==> config.mk <==
export PLATFORM = sky130hd
export DESIGN_NAME = deadtime_gate_ctrl
export DESIGN_NICKNAME = d
export VERILOG_FILES = /design/src/rtl/dtc_pkg.sv /design/src/rtl/dtc_wait_cnt.sv /design/src/rtl/dtc_flag.sv /design/src/rtl/deadtime_gate_ctrl.sv
export SDC_FILE = /design/constraint.sdc
export NUM_CORES = 1
export LEC_CHECK = 0
export BUFFER_PORTS_ARGS = -buffer_cell sky130_fd_sc_hd__buf_2
export CAP_MARGIN = 20
export CORE_AREA = 2 2 39 41
export DETAILED_ROUTE_END_ITERATION = 12
export DIE_AREA = 0 0 41 43
export GPL_TIMING_DRIVEN = 0
export PLACE_DENSITY_LB_ADDON = 0.3
export SLEW_MARGIN = 40
export SYNTH_ARGS = -nofsm -noshare
export SYNTH_HDL_FRONTEND = slang
export SYNTH_HIERARCHICAL = 1
export SYNTH_SLANG_ARGS = --single-unit
==> constraint.sdc <==
create_clock -name clk -period 2.2 [get_ports clk]
set_input_delay 0.66 -clock clk [delete_from_list [all_inputs] [get_ports clk]]
set_output_delay 0.66 -clock clk [all_outputs]
set_load 0.01 [all_outputs]
==> src/rtl/dtc_pkg.sv <==
package dtc_pkg;
  typedef enum logic [2:0] {
    DT_IDLE    = 3'd0,
    DT_HI_ON   = 3'd1,
    DT_LO_WAIT = 3'd2,
    DT_LO_ON   = 3'd3,
    DT_HI_WAIT = 3'd4
  } dt_state_e;
endpackage

==> src/rtl/dtc_wait_cnt.sv <==
module dtc_wait_cnt #(
  parameter int W = 5
) (
  input  logic         clk,
  input  logic         rst,
  input  logic         clr,
  input  logic         inc,
  output logic [W-1:0] count
);
  always_ff @(posedge clk) begin
    if (rst || clr) count <= '0;
    else if (inc)   count <= count + 1'b1;
  end
endmodule

==> src/rtl/dtc_flag.sv <==
module dtc_flag (
  input  logic clk,
  input  logic rst,
  input  logic clr,
  input  logic set,
  output logic flag
);
  always_ff @(posedge clk) begin
    if (rst || clr) flag <= 1'b0;
    else if (set)   flag <= 1'b1;
  end
endmodule

==> src/rtl/deadtime_gate_ctrl.sv <==
module deadtime_gate_ctrl #(
  parameter int FALLBACK_CYC = 15,
  parameter int TIMEOUT_CYC  = 19,
  parameter int HS_ADD_CYC   = 3
) (
  input  logic clk,
  input  logic rst,
  input  logic pwm_i,
  input  logic outen_i,
  input  logic sw_low_i,
  input  logic gate_low_i,
  output logic hs_en_o,
  output logic ls_en_o
);
  import dtc_pkg::*;

  localparam int MAX_A = (FALLBACK_CYC > TIMEOUT_CYC) ? FALLBACK_CYC : TIMEOUT_CYC;
  localparam int MAX_C = (MAX_A > HS_ADD_CYC) ? MAX_A : HS_ADD_CYC;
  localparam int CW    = $clog2(MAX_C + 1);
  localparam logic [CW-1:0] FB_LAST  = CW'(FALLBACK_CYC - 1);
  localparam logic [CW-1:0] TMO_LAST = CW'(TIMEOUT_CYC - 1);
  localparam logic [CW-1:0] ADD_LAST = CW'(HS_ADD_CYC - 1);

  dt_state_e st, nxt;
  logic [CW-1:0] cnt;
  logic clr, inc, node_seen, gate_ok, seen_set, ok_set;
  logic lo_adapt, lo_fallback, lo_timeout;

  dtc_wait_cnt #(.W(CW)) u_cnt (
    .clk(clk), .rst(rst), .clr(clr), .inc(inc), .count(cnt)
  );

  // node observed high during the low-side wait
  dtc_flag u_seen (
    .clk(clk), .rst(rst), .clr(clr), .set(seen_set), .flag(node_seen)
  );

  // low-side gate reported low during the high-side wait
  dtc_flag u_gok (
    .clk(clk), .rst(rst), .clr(clr), .set(ok_set), .flag(gate_ok)
  );

  assign seen_set    = (st == DT_LO_WAIT) && !sw_low_i;
  assign lo_adapt    = node_seen && sw_low_i;
  assign lo_fallback = !node_seen && sw_low_i && (cnt == FB_LAST);
  assign lo_timeout  = (cnt == TMO_LAST);

  always_comb begin
    nxt    = st;
    clr    = 1'b0;
    inc    = 1'b0;
    ok_set = 1'b0;
    case (st)
      DT_IDLE: begin
        nxt = pwm_i ? DT_HI_WAIT : DT_LO_WAIT;
        clr = 1'b1;
      end
      DT_HI_ON: begin
        if (!pwm_i) begin
          nxt = DT_LO_WAIT;
          clr = 1'b1;
        end
      end
      DT_LO_WAIT: begin
        if (pwm_i) begin
          nxt = DT_HI_WAIT;
          clr = 1'b1;
        end else if (lo_adapt || lo_fallback || lo_timeout) begin
          nxt = DT_LO_ON;
        end else begin
          inc = 1'b1;
        end
      end
      DT_LO_ON: begin
        if (pwm_i) begin
          nxt = DT_HI_WAIT;
          clr = 1'b1;
        end
      end
      DT_HI_WAIT: begin
        if (!pwm_i) begin
          nxt = DT_LO_WAIT;
          clr = 1'b1;
        end else if (gate_ok) begin
          if (cnt == ADD_LAST) nxt = DT_HI_ON;
          else                 inc = 1'b1;
        end else if (gate_low_i) begin
          ok_set = 1'b1;
        end
      end
      default: begin
        nxt = DT_IDLE;
        clr = 1'b1;
      end
    endcase
    if (!outen_i) begin
      nxt    = DT_IDLE;
      clr    = 1'b1;
      inc    = 1'b0;
      ok_set = 1'b0;
    end
  end

  always_ff @(posedge clk) begin
    if (rst) begin
      st      <= DT_IDLE;
      hs_en_o <= 1'b0;
      ls_en_o <= 1'b0;
    end else begin
      st      <= nxt;
      hs_en_o <= (nxt == DT_HI_ON);
      ls_en_o <= (nxt == DT_LO_ON);
    end
  end
endmodule

# == Word-level counts from Yosys, hierarchy flattened ==
# Index checks and enable logic that the tools add are counted.
# op_classes
addsub,1
n_eq_ne,9
muxes,26
reduce_logical,12
# op_table
operator,count
$mux W3,9
$pmux W3 S5,1
$mux W1,14
$eq A3 B2 Y1 const B,3
$eq A3 B1 Y1 const B,2
$add A5 B1 Y5 const B,1
$eq A5 B2 Y1 const B,1
$eq A5 B4 Y1 const B,1
$eq A5 B5 Y1 const B,1
$logic_and A1 B1 Y1,4
$pmux W1 S2,2
$reduce_or A2 Y1,2
$eq A3 B3 Y1 const B,1
$logic_not A3 Y1,1
$logic_or A1 B1 Y1,3
$logic_not A1 Y1,2
# word_totals
regBits,12
inputBits,6
output_inout_bits,2
wordCells,54

# == Longest topological paths before layout ==
# Gate-level depths: netlist of the first run.
# logic_depth
word_depth,10
mapped_depth,7
mapped_depth_nobuf,6

# == Cells and area by module ==
# Netlist of the first run, hierarchy kept.
# by_module_without_submodules
module,n_inst,cells_per_inst,area_per_inst_um2,seq_area_each_um2
deadtime_gate_ctrl,1,42,342.8,100.1
dtc_wait_cnt,1,23,239.0,100.1
dtc_flag,2,3,33.8,20.0

# == Worst setup path before layout of the first run ==
# No wires, ideal clock.
# synth_timing
kind,input port to flip-flop
start,in pwm_i
end,reg u_cnt.count[3]
setup_ns,0.123
t_arrival_ns,1.714
required_ns,2.077
path_slack_ns,0.363
stages,7
n_path_buf,1
cell_sequence,nor2b_1 -> nand3_1 -> a211o_1 -> o31ai_1 -> buf_6 -> nand4_1 -> mux2_1
# synth_between
word_cells_on_any_way,9
classes_between,mux: 8; reduce/logical: 1
# synth_rtl
element,line,rtl
start: declaration,deadtime_gate_ctrl.sv:8,"input logic pwm_i,"
"$mux W1, on equally long branches","deadtime_gate_ctrl.sv:81, deadtime_gate_ctrl.sv:65",
$pmux W1 S2 *,deadtime_gate_ctrl.sv:53,case (st)
$mux W1 *,deadtime_gate_ctrl.sv:96,if (!outen_i) begin
via inc,deadtime_gate_ctrl.sv:26,"logic clr, inc, node_seen, gate_ok, seen_set, ok_set;"
end signal: assignment,dtc_wait_cnt.sv:12,else if (inc) count <= count + 1'b1;
end: declaration,dtc_wait_cnt.sv:8,output logic [W-1:0] count
# The timed path passes the listed nets; every way through them passes the cells marked *.
# A chain may end at the register's enable or synchronous reset.

# == Final worst setup path of the first run ==
# Ends and elaborated chain as after synthesis.

==> impl_results.md, run 1 <==
* Synth Area in Compound Gates at 15.2%
* Root Buffer: clkbuf_4
* Iteration-0 DRC Markers at 7
* Cell count after placement at 94
* Fin area at ~730 um2
* Status: finished, final reports clean
* Number of antenna violations at the first check in global routing at 0
* Post-synthesis xor/xnor area fraction at 1.35%
* Final ANT Viol Nets at 0
* Avg Inst Size Synth at 9.15 um2
* Final Cycle Share at between 80% and 90%
* Gpl congestion at 0.703
* Worst setup margin at 340 ps
* Core Box Area at 1380 um2
* TritonCTS clock tree: done
* Final Hold Slack at 521 ps
* Layout net count at 90
* Hold path depth at 2
* CP startpoint kind: input pin
* Fill cells at 146
* Diode count at 0
* Slew headroom at 64.3%
* Post-CTS setup buffers at 0
* CP required at 2360 ps
* Vias per cell at around 5.6
* Mapped Cells at 71
* Total wire length at 1240 um
* Die width at 41 um
* Maximum VDD drop at about 0.41 mV
* Post-CTS Hold Buffers at 0
* Crit path DAT at about 2000 ps
* Placement Cell Area at ~700 um2
* FF+latch count, synth at 12
* Post-DP HPWL at about 950 um
* Hold Violations, Final at 0
* Pwr dens at roughly 500 nW/um2
* DR pass1 iterations at 4
* Clock skew at 2.44 ps
* Clk sinks at 12
* Boundary Pins at 8
* Worst-Margin Slew at 533 ps
* Unrepaired setup endpoints after global routing: no
* Setup-failing EPs final at 0
* Min-delay src: u_seen/flag$_SDFFE_PP0P_
* Clock-pin slew on the worst setup and hold paths at 70 ps
* Cell Area, Synth at 649 um2
* Period minus WS final at 1860 ps
* Maximum number of pins on one net before global-route repair at 12
* Slew Limit Fails at 0
* R2r startpoint: u_cnt/count[1]$_SDFFE_PP0P_
* Die area at 1760 um2
* CTS H-Tree Depth at 1
* Share of cells above drive strength 1 at 19.8%
* Fin util at 52.5%
* Max frequency at 538 MHz
* Synth Net Count at 78
* Global Route Usage Sum at 16.8%
* Synth Area in Adders at 1.93%
* Row count at 14
* Final Total Pwr at approximately 0.37 mW
* Pre-CTS WS at 63.6 ps
* Max-cap violations at 0
* Worst skew pair latency at 260 ps
* Ys Warns at 6
* Leak at 0.264 nW
* HP Class: reg -> reg
* Vias in the first global route at about 500
* Most frequent cells in the layout: dfxtp_1, nor2_1, buf_2
* Drt drc at 0
* Largest family of logic cells by synthesized area: simple AND/OR/NAND/NOR gates
* Vias at 546
* Non-Filler Instances at slightly below 100
* DR WL/cell at 12.7 um
* CTS max path bufs at 2
* First-pass GRT wire length at 1980 um
* Initial Util at 46.9%
* PortBufs at 7
* Commonest non-fill, non-tap cell in the layout: dfxtp_1
* DIE HEIGHT at 43 um
* Synth unique cells at 34
* Cts bufs inserted at 3
* CP Launch Point: pwm_i
* Post-synthesis sequential area ratio at about 37%
* Post-synthesis mux area share at between 5 and 6%
* Gr ovfl total at 0
* Worst Reg-to-Reg Cells at 7
* Worst Setup End Kind: flop
* Critical Setup Path Class: in -> reg
* Peak fanout along the critical path at 6
* Total Neg Setup Slack at 0 ps
* Area delta synth->final at 11.9%
* Post-CTS Resized at 0
* Post-Synth Simple-Gate Area at a little over a third
[power breakdown]
part           switching [mW]  internal [mW]  leakage, nW  total, mW
clock                  0.0651         0.0632       0.0138      0.128
sequential            0.00231          0.219       0.0969      0.221
combinational          0.0138         0.0109        0.154     0.0247
total                  0.0812          0.293        0.264      0.374
[critical path, cell delays in order]
cell and delay, ps:
buf_2 130, nor2b_1 200, nand3_1 120, a211o_1 230
o31ai_1 90, buf_6 170, nand4_1 90, mux2_1 320
[synthesized netlist by cell type]
library cell | instances | area share, %
ha_1 | 1 | 1.9
o21ai_0 | 3 | 2.3
a21oi_1 | 2 | 1.5
a21bo_1 | 1 | 1.5
o21a_1 | 2 | 2.3
a31oi_1 | 1 | 0.96
nand4bb_1 | 1 | 1.7
nand4b_1 | 1 | 1.3
nand2b_1 | 2 | 1.9
and4bb_1 | 1 | 1.9
nor4bb_1 | 1 | 1.5
o21ai_1 | 2 | 1.5
nor3b_2 | 1 | 1.9
nor2_1 | 8 | 4.6
buf_6 | 1 | 1.7
nor2b_1 | 2 | 1.9
mux2_1 | 2 | 3.5
xnor2_1 | 1 | 1.3
nor3_1 | 3 | 2.3
nand4_1 | 3 | 2.9
inv_1 | 3 | 1.7
nand3_1 | 1 | 0.77
dfxtp_1 | 12 | 37
a211o_1 | 2 | 2.7
and3_1 | 1 | 0.96
nor4b_2 | 1 | 2.3
mux2i_1 | 1 | 1.5
nand3b_1 | 1 | 1.2
nand2_1 | 2 | 1.2
nor3_2 | 2 | 3.1
a21boi_0 | 1 | 1.2
nor3b_1 | 3 | 3.5
o31ai_1 | 1 | 1.2
or2_2 | 1 | 0.96
[routing by layer]
metal  global-route usage [%]  vias to the layer above  part of all wire (%)
li1                         -                      280                     -
met1                     18.9                      260                    45
met2                     26.6                        4                    51
met3                     3.14                        2                   2.3
met4                     12.0                        0                   1.5
met5                        0                        -                     0
[sequential cells by signal (all words and copies together) (netlist names)]
register	flops
hs_en_o	1
ls_en_o	1
st	3
u_cnt/count	5
u_gok/flag	1
u_seen/flag	1
[final cells by class]
type | count | area (um2) | share of cell area (%)
inverter | 3 | 11.3 | 1.55
clock buffer | 3 | 22.5 | 3.10
tap | 16 | 20.0 | 2.75
multi-input combinational | 55 | 387 | 53.2
timing repair buffer | 7 | 35.0 | 4.82
sequential | 12 | 240 | 33.0
buffer | 1 | 11.3 | 1.55
[worst paths after layout]
| check | to | slack (ps) |
|---|---|---|
| max | u_cnt/count[3]$_SDFFE_PP0P_ | 340 |
| min reg2reg | u_seen/flag$_SDFFE_PP0P_ | 520 |
| min | u_seen/flag$_SDFFE_PP0P_ | 520 |
| max reg2reg | u_cnt/count[3]$_SDFFE_PP0P_ | 370 |
[cell families after synthesis]
group | after synthesis
buffers and inverters | 4
muxes | 3
and+or+nand+nor | 35
adders and majority gates | 1
DFF | 12
AOI/OAI and AO/OA | 15
xor gates and xnor gates | 1
Note: power is estimated with default switching activity, not from simulation.
==> run 2: changes to the inputs <==
--- a/config.mk
+++ b/config.mk
@@ -5,6 +5,7 @@
 export SDC_FILE = /design/constraint.sdc
 export NUM_CORES = 1
 export LEC_CHECK = 0
+export ABC_AREA = 1
 export BUFFER_PORTS_ARGS = -buffer_cell sky130_fd_sc_hd__buf_2
 export CAP_MARGIN = 20
 export CORE_AREA = 2 2 39 41
==> constraint.sdc (replaced) <==
create_clock -name clk -period 1.8 [get_ports clk]
set_input_delay 0.54 -clock clk [delete_from_list [all_inputs] [get_ports clk]]
set_output_delay 0.54 -clock clk [all_outputs]
set_load 0.01 [all_outputs]
==> run 2 against run 1 <==
Compared with the run above: hold slack lost 18 ps; final area grew 5.7%; critical path depth grew 3; clock power grew 71%; global-route usage grew 0.72 points; total power grew 41%; non-clock buffer count shrank 1; worst setup slack lost 140 ps; synthesized area grew 2.1%; register-to-register slack lost 170 ps; synthesized cell count grew 42%; critical endpoint is now u_cnt/count[4]$_SDFFE_PP0P_.
==> impl_results.md, run 2 <==
* Final ANT Viol Nets at 0 (unchanged)
* Leading area contributor after synthesis: dfxtp_1 (unchanged)
* Cell Area, Synth at 663 um2 (was 649 um2)
* Layout net count at 119 (was 90)
* Async S/R FF share, synth at 0% (unchanged)
* Leak at 0.322 nW (was 0.264 nW)
* Share of cells above drive strength 1 at 21.6% (was 19.8%)
* Cts bufs inserted at 3 (unchanged)
* CTS max path bufs at 2 (unchanged)
* Clk sinks at 12 (unchanged)
* Total wire length at 1230 um (was 1240 um)
* Most frequent cells in the layout: nor2_1, nand2_1, dfxtp_1, inv_1 (was dfxtp_1, nor2_1, buf_2)
* Worst skew pair latency at 280 ps (was 260 ps)
* Worst Hold End: u_seen/flag$_SDFFE_PP0P_ (unchanged)
* Global Route Usage Sum at 17.6% (was 16.8%)
* Final Total Pwr at 0.528 mW (was 0.374 mW)
* Synth Net Count at 108 (was 78)
* Boundary Pins at 8 (unchanged)
* Vias per cell at 4.98 (was 5.63)
* Hold path depth at 2 (unchanged)
* DR pass1 iterations at 4 (unchanged)
* Max frequency at about 630 MHz
* Drt drc at 0 (unchanged)
* Count leader, synth: nor2_1 (was dfxtp_1)
* First-pass GRT wire length at 2040 um (was 1980 um)
* CTS H-Tree Depth at 1 (unchanged)
* Delay-heaviest family, CP: simple AND/OR/NAND/NOR gates (unchanged)
* Status: finished, final reports clean (unchanged)
* Maximum VDD drop at 0.418 mV (was 0.411 mV)
* Pwr dens at 687 nW/um2 (was 514 nW/um2)
* Slowest Stage Delay on Critical Path at 420 ps (was 320 ps)
* Avg Inst Size Synth at 6.57 um2 (was 9.15 um2)
* Hold Violations, Final at 0 (unchanged)
* Final Cycle Share at 88.9%
* Critical path's slowest cell: dfxtp_1 (was mux2_1)
* CP startpoint kind: flop (was input pin)
* Iteration-0 DRC Markers at 17 (was 7)
* TritonCTS clock tree: done (unchanged)
* Core Box Area at 1380 um2 (unchanged)
* Top reg by flops: u_cnt/count (unchanged)
* Top cells by count, synth: nor2_1, nand2_1, dfxtp_1 (was dfxtp_1, nor2_1)
* Vias in the first global route at 500 (was 502)
* R2R Setup Slk at 200 ps (was 370 ps)
* Crit path DAT at 1770 ps (was 2020 ps)
* Synth unique cells at 18 (was 34)
* Area delta synth->final at 15.8% (was 11.9%)
* HP Class: reg -> reg (unchanged)
* DIE HEIGHT at 43 um (unchanged)
* Commonest non-fill, non-tap cell in the layout: nor2_1 (was dfxtp_1)
* Period minus WS final at 1600 ps
* Fin area at 768 um2 (was 727 um2)
* Largest registers: u_cnt/count (5), st (3) (unchanged)
* Post-synthesis sequential area ratio at 36.2% (was 37.0%)
* Worst-Margin Slew at 242 ps (was 533 ps)
* DR WL/cell at 9.72 um (was 12.7 um)
* Gr ovfl total at 0 (unchanged)
* Die width at 41 um (unchanged)
* Crit-path cells: inv_2 > nor2_2 > nand2_2 > nor2_4 > nand4_1 > a21boi_4 > nand2_2 > nor2_2 > nand2_1 > nand2_1 > nor2_1 (was buf_2 > nor2b_1 > nand3_1 > a211o_1 > o31ai_1 > buf_6 > nand4_1 > mux2_1)
* Slew headroom at 83.8% (was 64.3%)
* Area contributors post-synth: dfxtp_1, nor2_1, nand2_1 (was dfxtp_1, nor2_1, mux2_1)
* Post-CTS Hold Buffers at 0 (unchanged)
* Root Buffer: clkbuf_4 (unchanged)
* Diode count at 0 (unchanged)
* Vias at 632 (was 546)
* Pre-CTS WS at 0.112 ps (was 63.6 ps)
* Final Hold Slack at 504 ps (was 521 ps)
* Setup-failing EPs final at 0 (unchanged)
* Worst Reg-to-Reg Cells at 11 (was 7)
* Clock skew at 5.27 ps (was 2.44 ps)
* PortBufs at 6 (was 7)
* Max-cap violations at 0 (unchanged)
* Clock-pin slew on the worst setup and hold paths at 80 ps (was 70 ps)
* Number of flops mapped to enable cells by yosys at 0 (unchanged)
* Number of antenna violations at the first check in global routing at 0 (unchanged)
* Row count at 14 (unchanged)
* CP required at 1970 ps (was 2360 ps)
* Critical Setup Path Class: reg -> reg (was in -> reg)
* Gpl congestion at 0.875 (was 0.703)
* Maximum number of pins on one net before global-route repair at 9 (was 12)
* Worst setup margin at 200 ps (was 340 ps)
* Ys Warns at 6 (unchanged)
* Share of the synthesized area in the top cell type at 36.2% (was 37.0%)
* FF+latch count, synth at 12 (unchanged)
* Mapped Cells at 101 (was 71)
* Max reg flops at 5 (unchanged)
* Post-CTS setup buffers at 0 (unchanged)
* Total Neg Setup Slack at 0 ps (unchanged)
* Post-DP HPWL at 902 um (was 945 um)
* Die area at 1760 um2 (unchanged)
* Initial Util at 47.9% (was 46.9%)
* Worst Setup End Kind: flop (unchanged)
* Placement Cell Area at 713 um2 (was 704 um2)
* CP bufs+invs at 1 (was 2)
* RR Endpoint: u_cnt/count[4]$_SDFFE_PP0P_ (was u_cnt/count[3]$_SDFFE_PP0P_)
* Ys flop type: dfxtp_1 (unchanged)
* Peak fanout along the critical path at 6 (unchanged)
* Slew Limit Fails at 0 (unchanged)
* Min-delay src: u_seen/flag$_SDFFE_PP0P_ (unchanged)
* R2r startpoint: st[1]$_SDFF_PP0_ (was u_cnt/count[1]$_SDFFE_PP0P_)
==> run 2: cell type report <==
cell class,instances,area [um2]
fillers,135,616
multi-input cells,74,369
flip-flops and latches,12,240
inverters,14,52.6
clock buffers,4,36.3
repair buffers,6,30.0
plain buffers,1,20.0
well taps,16,20.0
==> run 2: what timing repair did <==
item,in CTS,in global routing
gates resized for setup,0,4
setup endpoints to repair,0,5
hold endpoints to repair,0,0
==> run 2: how the worst max path moves through the flow <==
stage / start / to / slack [ps] / cells past startpoint
final: st[1]$_SDFF_PP0_ / u_cnt/count[4]$_SDFFE_PP0P_ / 200 / 11
after CTS: st[2]$_SDFF_PP0_ / u_cnt/count[4]$_SDFFE_PP0P_ / 90 / 9
after global placement: sw_low_i / u_cnt/count[4]$_SDFFE_PP0P_ / 30 / 11
after detailed placement: sw_low_i / u_cnt/count[4]$_SDFFE_PP0P_ / 0.1 / 11
after global routing: st[1]$_SDFF_PP0_ / u_cnt/count[3]$_SDFFE_PP0P_ / -20 / 11
after floorplan: pwm_i / u_cnt/count[4]$_SDFFE_PP0P_ / 230 / 9
==> run 2: layer usage <==
| metal | vias to the layer above | GRT usage, % | share of wire (%) |
|---|---|---|---|
| li1 | 336 | - | - |
| met1 | 264 | 23.5 | 45 |
| met2 | 28 | 23.4 | 46 |
| met4 | 0 | 10.0 | 2.0 |
| met3 | 4 | 6.28 | 7.3 |
| met5 | - | 0 | 0 |
==> run 2: worst register-to-register path, cell delays in order (launching register included) <==
cell and delay, ps:
dfxtp_1 420, inv_2 80, nor2_2 90, nand2_2 70, nor2_4 90, nand4_1 130, a21boi_4 240, nand2_2 100
nor2_2 130, nand2_1 60, nand2_1 50, nor2_1 30
==> run 2: power by group <==
part           total (mW)  internal [mW]  switching [mW]
logic              0.0393         0.0166          0.0227
registers           0.269          0.267         0.00217
clock network       0.219          0.123          0.0961
==> run 2: per-stage QoR <==
| stage | utilization, % | cells |
|---|---|---|
| 2_1_floorplan | - | 101 |
| 4_1_cts | 54.2 | 127 |
| 5_1_grt | 55.5 | 127 |
| 3_3_place_gp | 51.5 | 123 |
| 3_5_place_dp | 51.5 | 123 |
| 6_report | 55.5 | 127 |
==> run 2: cells by family after synthesis <==
kind of cell / share of synthesized area, %
flip-flops: 36.2
AO/OA/AOI/OAI: 10.9
adder cells (fa/ha/maj): 1.89
buffers and inverters: 10.9
AND/OR/NAND/NOR: 40.0
==> run 3: changes to the inputs <==
--- a/config.mk
+++ b/config.mk
@@ -13,6 +13,7 @@
 export DIE_AREA = 0 0 41 43
 export GPL_TIMING_DRIVEN = 0
 export PLACE_DENSITY_LB_ADDON = 0.3
+export RECOVER_POWER = 100
 export SLEW_MARGIN = 40
 export SYNTH_ARGS = -nofsm -noshare
 export SYNTH_HDL_FRONTEND = slang
==> run 3 against run 2 <==
Compared with the run above: total power up 0.25%; sequential share of layout area is 0.31 points higher; critical path depth unchanged; sequential power barely moved; maximum frequency is 0.22% lower; flip-flop and latch count is the same; worst setup slack got worse by 3.5 ps.
==> impl_results.md, run 3 (synthesis results as in run 2) <==
* Iteration-0 DRC Markers at 19 (was 17)
* Final Total Pwr at 0.529 mW (was 0.528 mW)
* Die area at 1760 um2 (unchanged)
* Setup-failing EPs final at 0 (unchanged)
* Vias in the first global route at 500 (unchanged)
* Clk pwr share at 41.7% (was 41.5%)
* Hold Violations, Final at 0 (unchanged)
* PortBufs at 6 (unchanged)
* Cell count after placement at 123 (unchanged)
* Total Neg Setup Slack at 0 ps (unchanged)
* Drt drc at 0 (unchanged)
* Post-CTS Hold Buffers at 0 (unchanged)
* Layout net count at 119 (unchanged)
* Max-cap violations at 0 (unchanged)
* Leak at 0.304 nW (was 0.322 nW)
* Post-CTS setup buffers at 0 (unchanged)
* Share of cells above drive strength 1 at 16.2% (was 21.6%)
* Max reg flops at 5 (unchanged)
* Max frequency at 624 MHz (was 625 MHz)
* CP required at 1980 ps (was 1970 ps)
* Non-Filler Instances at 127 (unchanged)
* TritonCTS clock tree: done (unchanged)
* Gpl congestion at 0.875 (unchanged)
* Largest registers: u_cnt/count (5), st (3) (unchanged)
* DIE HEIGHT at 43 um (unchanged)
* Maximum VDD drop at 0.418 mV (about the same)
* Flop pwr share at 50.9% (was 51.0%)
* Vias per cell at 5.02 (was 4.98)
* First-pass GRT wire length at 2040 um (unchanged)
* Clock skew at 6.28 ps (was 5.27 ps)
* Pre-CTS WS at 0.112 ps (unchanged)
* Total wire length at 1260 um (was 1230 um)
* DR WL/cell at 9.91 um (was 9.72 um)
* Gr ovfl total at 0 (unchanged)
* Diode count at 0 (unchanged)
* HP Class: reg -> reg (unchanged)
* Crit path DAT at 1780 ps (was 1770 ps)
* Net Sw Power at 0.122 mW (was 0.121 mW)
* Int Power at 0.407 mW (about the same)
* Number of antenna violations at the first check in global routing at 0 (unchanged)
* Post-DP HPWL at 902 um (unchanged)
* Slew headroom at 83.2% (was 83.8%)
* R2R Setup Slk at 200 ps (about the same)
* CTS max path bufs at 2 (unchanged)
* Gate power share at 7.4% (about the same)
* Initial Util at 47.9% (unchanged)
* Slew Limit Fails at 0 (unchanged)
* Cts bufs inserted at 3 (unchanged)
* Post-CTS Resized at 0 (unchanged)
* Area delta synth->final at 14.7% (was 15.8%)
* Final Cycle Share at 89.1% (was 88.9%)
* Switching Share at 23.1% (was 22.9%)
* Commonest non-fill, non-tap cell in the layout: nor2_1 (unchanged)
* DR pass1 iterations at 4 (unchanged)
* Clock-pin slew on the worst setup and hold paths at 80 ps (about the same)
* Period minus WS final at 1600 ps (about the same)
* Worst-Margin Slew at 252 ps (was 242 ps)
* Die width at 41 um (unchanged)
* Critical Setup Path Class: reg -> reg (unchanged)
* Most frequent cells in the layout: nor2_1, nand2_1, dfxtp_1, inv_1, o21ai_0 (was nor2_1, nand2_1, dfxtp_1, inv_1)
* Global Route Usage Sum at 17.6% (unchanged)
* Final Hold Slack at 504 ps (about the same)
* Boundary Pins at 8 (unchanged)
* Pwr dens at 695 nW/um2 (was 687 nW/um2)
* CP startpoint kind: flop (unchanged)
* Maximum number of pins on one net before global-route repair at 9 (unchanged)
* Core Box Area at 1380 um2 (unchanged)
* Vias at 638 (was 632)
* Worst skew pair latency at 280 ps (about the same)
* Worst setup margin at 197 ps (was 200 ps)
* Worst Setup End Kind: flop (unchanged)
* Final ANT Viol Nets at 0 (unchanged)
* Top reg by flops: u_cnt/count (unchanged)
* Peak fanout along the critical path at 6 (unchanged)
* Row count at 14 (unchanged)
* CTS H-Tree Depth at 1 (unchanged)
* Status: finished, final reports clean (unchanged)
* Root Buffer: clkbuf_4 (unchanged)
* Fill cells at 138 (was 135)
* Clk sinks at 12 (unchanged)
run 3: final cells by class:
| cell class | instances | area, um2 | area share, % |
|---|---|---|---|
| Multi-Input combinational cell | 74 | 364 | 47.9 |
| Tap cell | 16 | 20.0 | 2.63 |
| Sequential cell | 12 | 240 | 31.6 |
| Buffer | 1 | 20.0 | 2.63 |
| Timing Repair Buffer | 6 | 27.5 | 3.62 |
| Clock buffer | 4 | 36.3 | 4.77 |
| Inverter | 14 | 52.6 | 6.91 |
run 3: power groups by stage:
stage	clock network [mW]	registers [mW]	logic (mW)
2_1_floorplan	0	0.275	0.0263
3_3_place_gp	0	0.275	0.0370
3_5_place_dp	0	0.275	0.0371
4_1_cts	0.228	0.269	0.0374
5_1_grt	0.242	0.270	0.0437
6_report	0.221	0.269	0.0392
run 3: metrics by stage:
step | instance area [um2] | utilization (%)
after detailed placement | 713 | 51.5
after global placement | 713 | 51.5
after CTS | 749 | 54.2
final | 761 | 55.0
after floorplan | 663 | -
after global routing | 761 | 55.0
run 3: worst paths after layout:
path	startpoint	to	cells past startpoint
worst min-delay path	u_seen/flag$_SDFFE_PP0P_	u_seen/flag$_SDFFE_PP0P_	2
worst min register to register	u_seen/flag$_SDFFE_PP0P_	u_seen/flag$_SDFFE_PP0P_	2
worst max-delay path	st[1]$_SDFF_PP0_	u_cnt/count[4]$_SDFFE_PP0P_	11
worst max register to register	st[1]$_SDFF_PP0_	u_cnt/count[4]$_SDFFE_PP0P_	11
run 3: metal layers:
metal	track usage [%]	vias to the layer above	routed length (um)	part of all wire, %
li1	-	338	-	-
met1	23.5	270	559	44
met2	23.4	28	588	47
met3	6.28	2	97	7.7
met4	10.0	0	13	1.0
met5	0	-	0	0
run 3: critical path: stages, from the launching register on:
cell	delay, ps
dfxtp_1	420
inv_2	80
nor2_2	90
nand2_2	70
nor2_4	90
nand4_1	140
a21boi_4	240
nand2_2	90
nor2_2	140
nand2_1	60
nand2_1	50
nor2_1	30
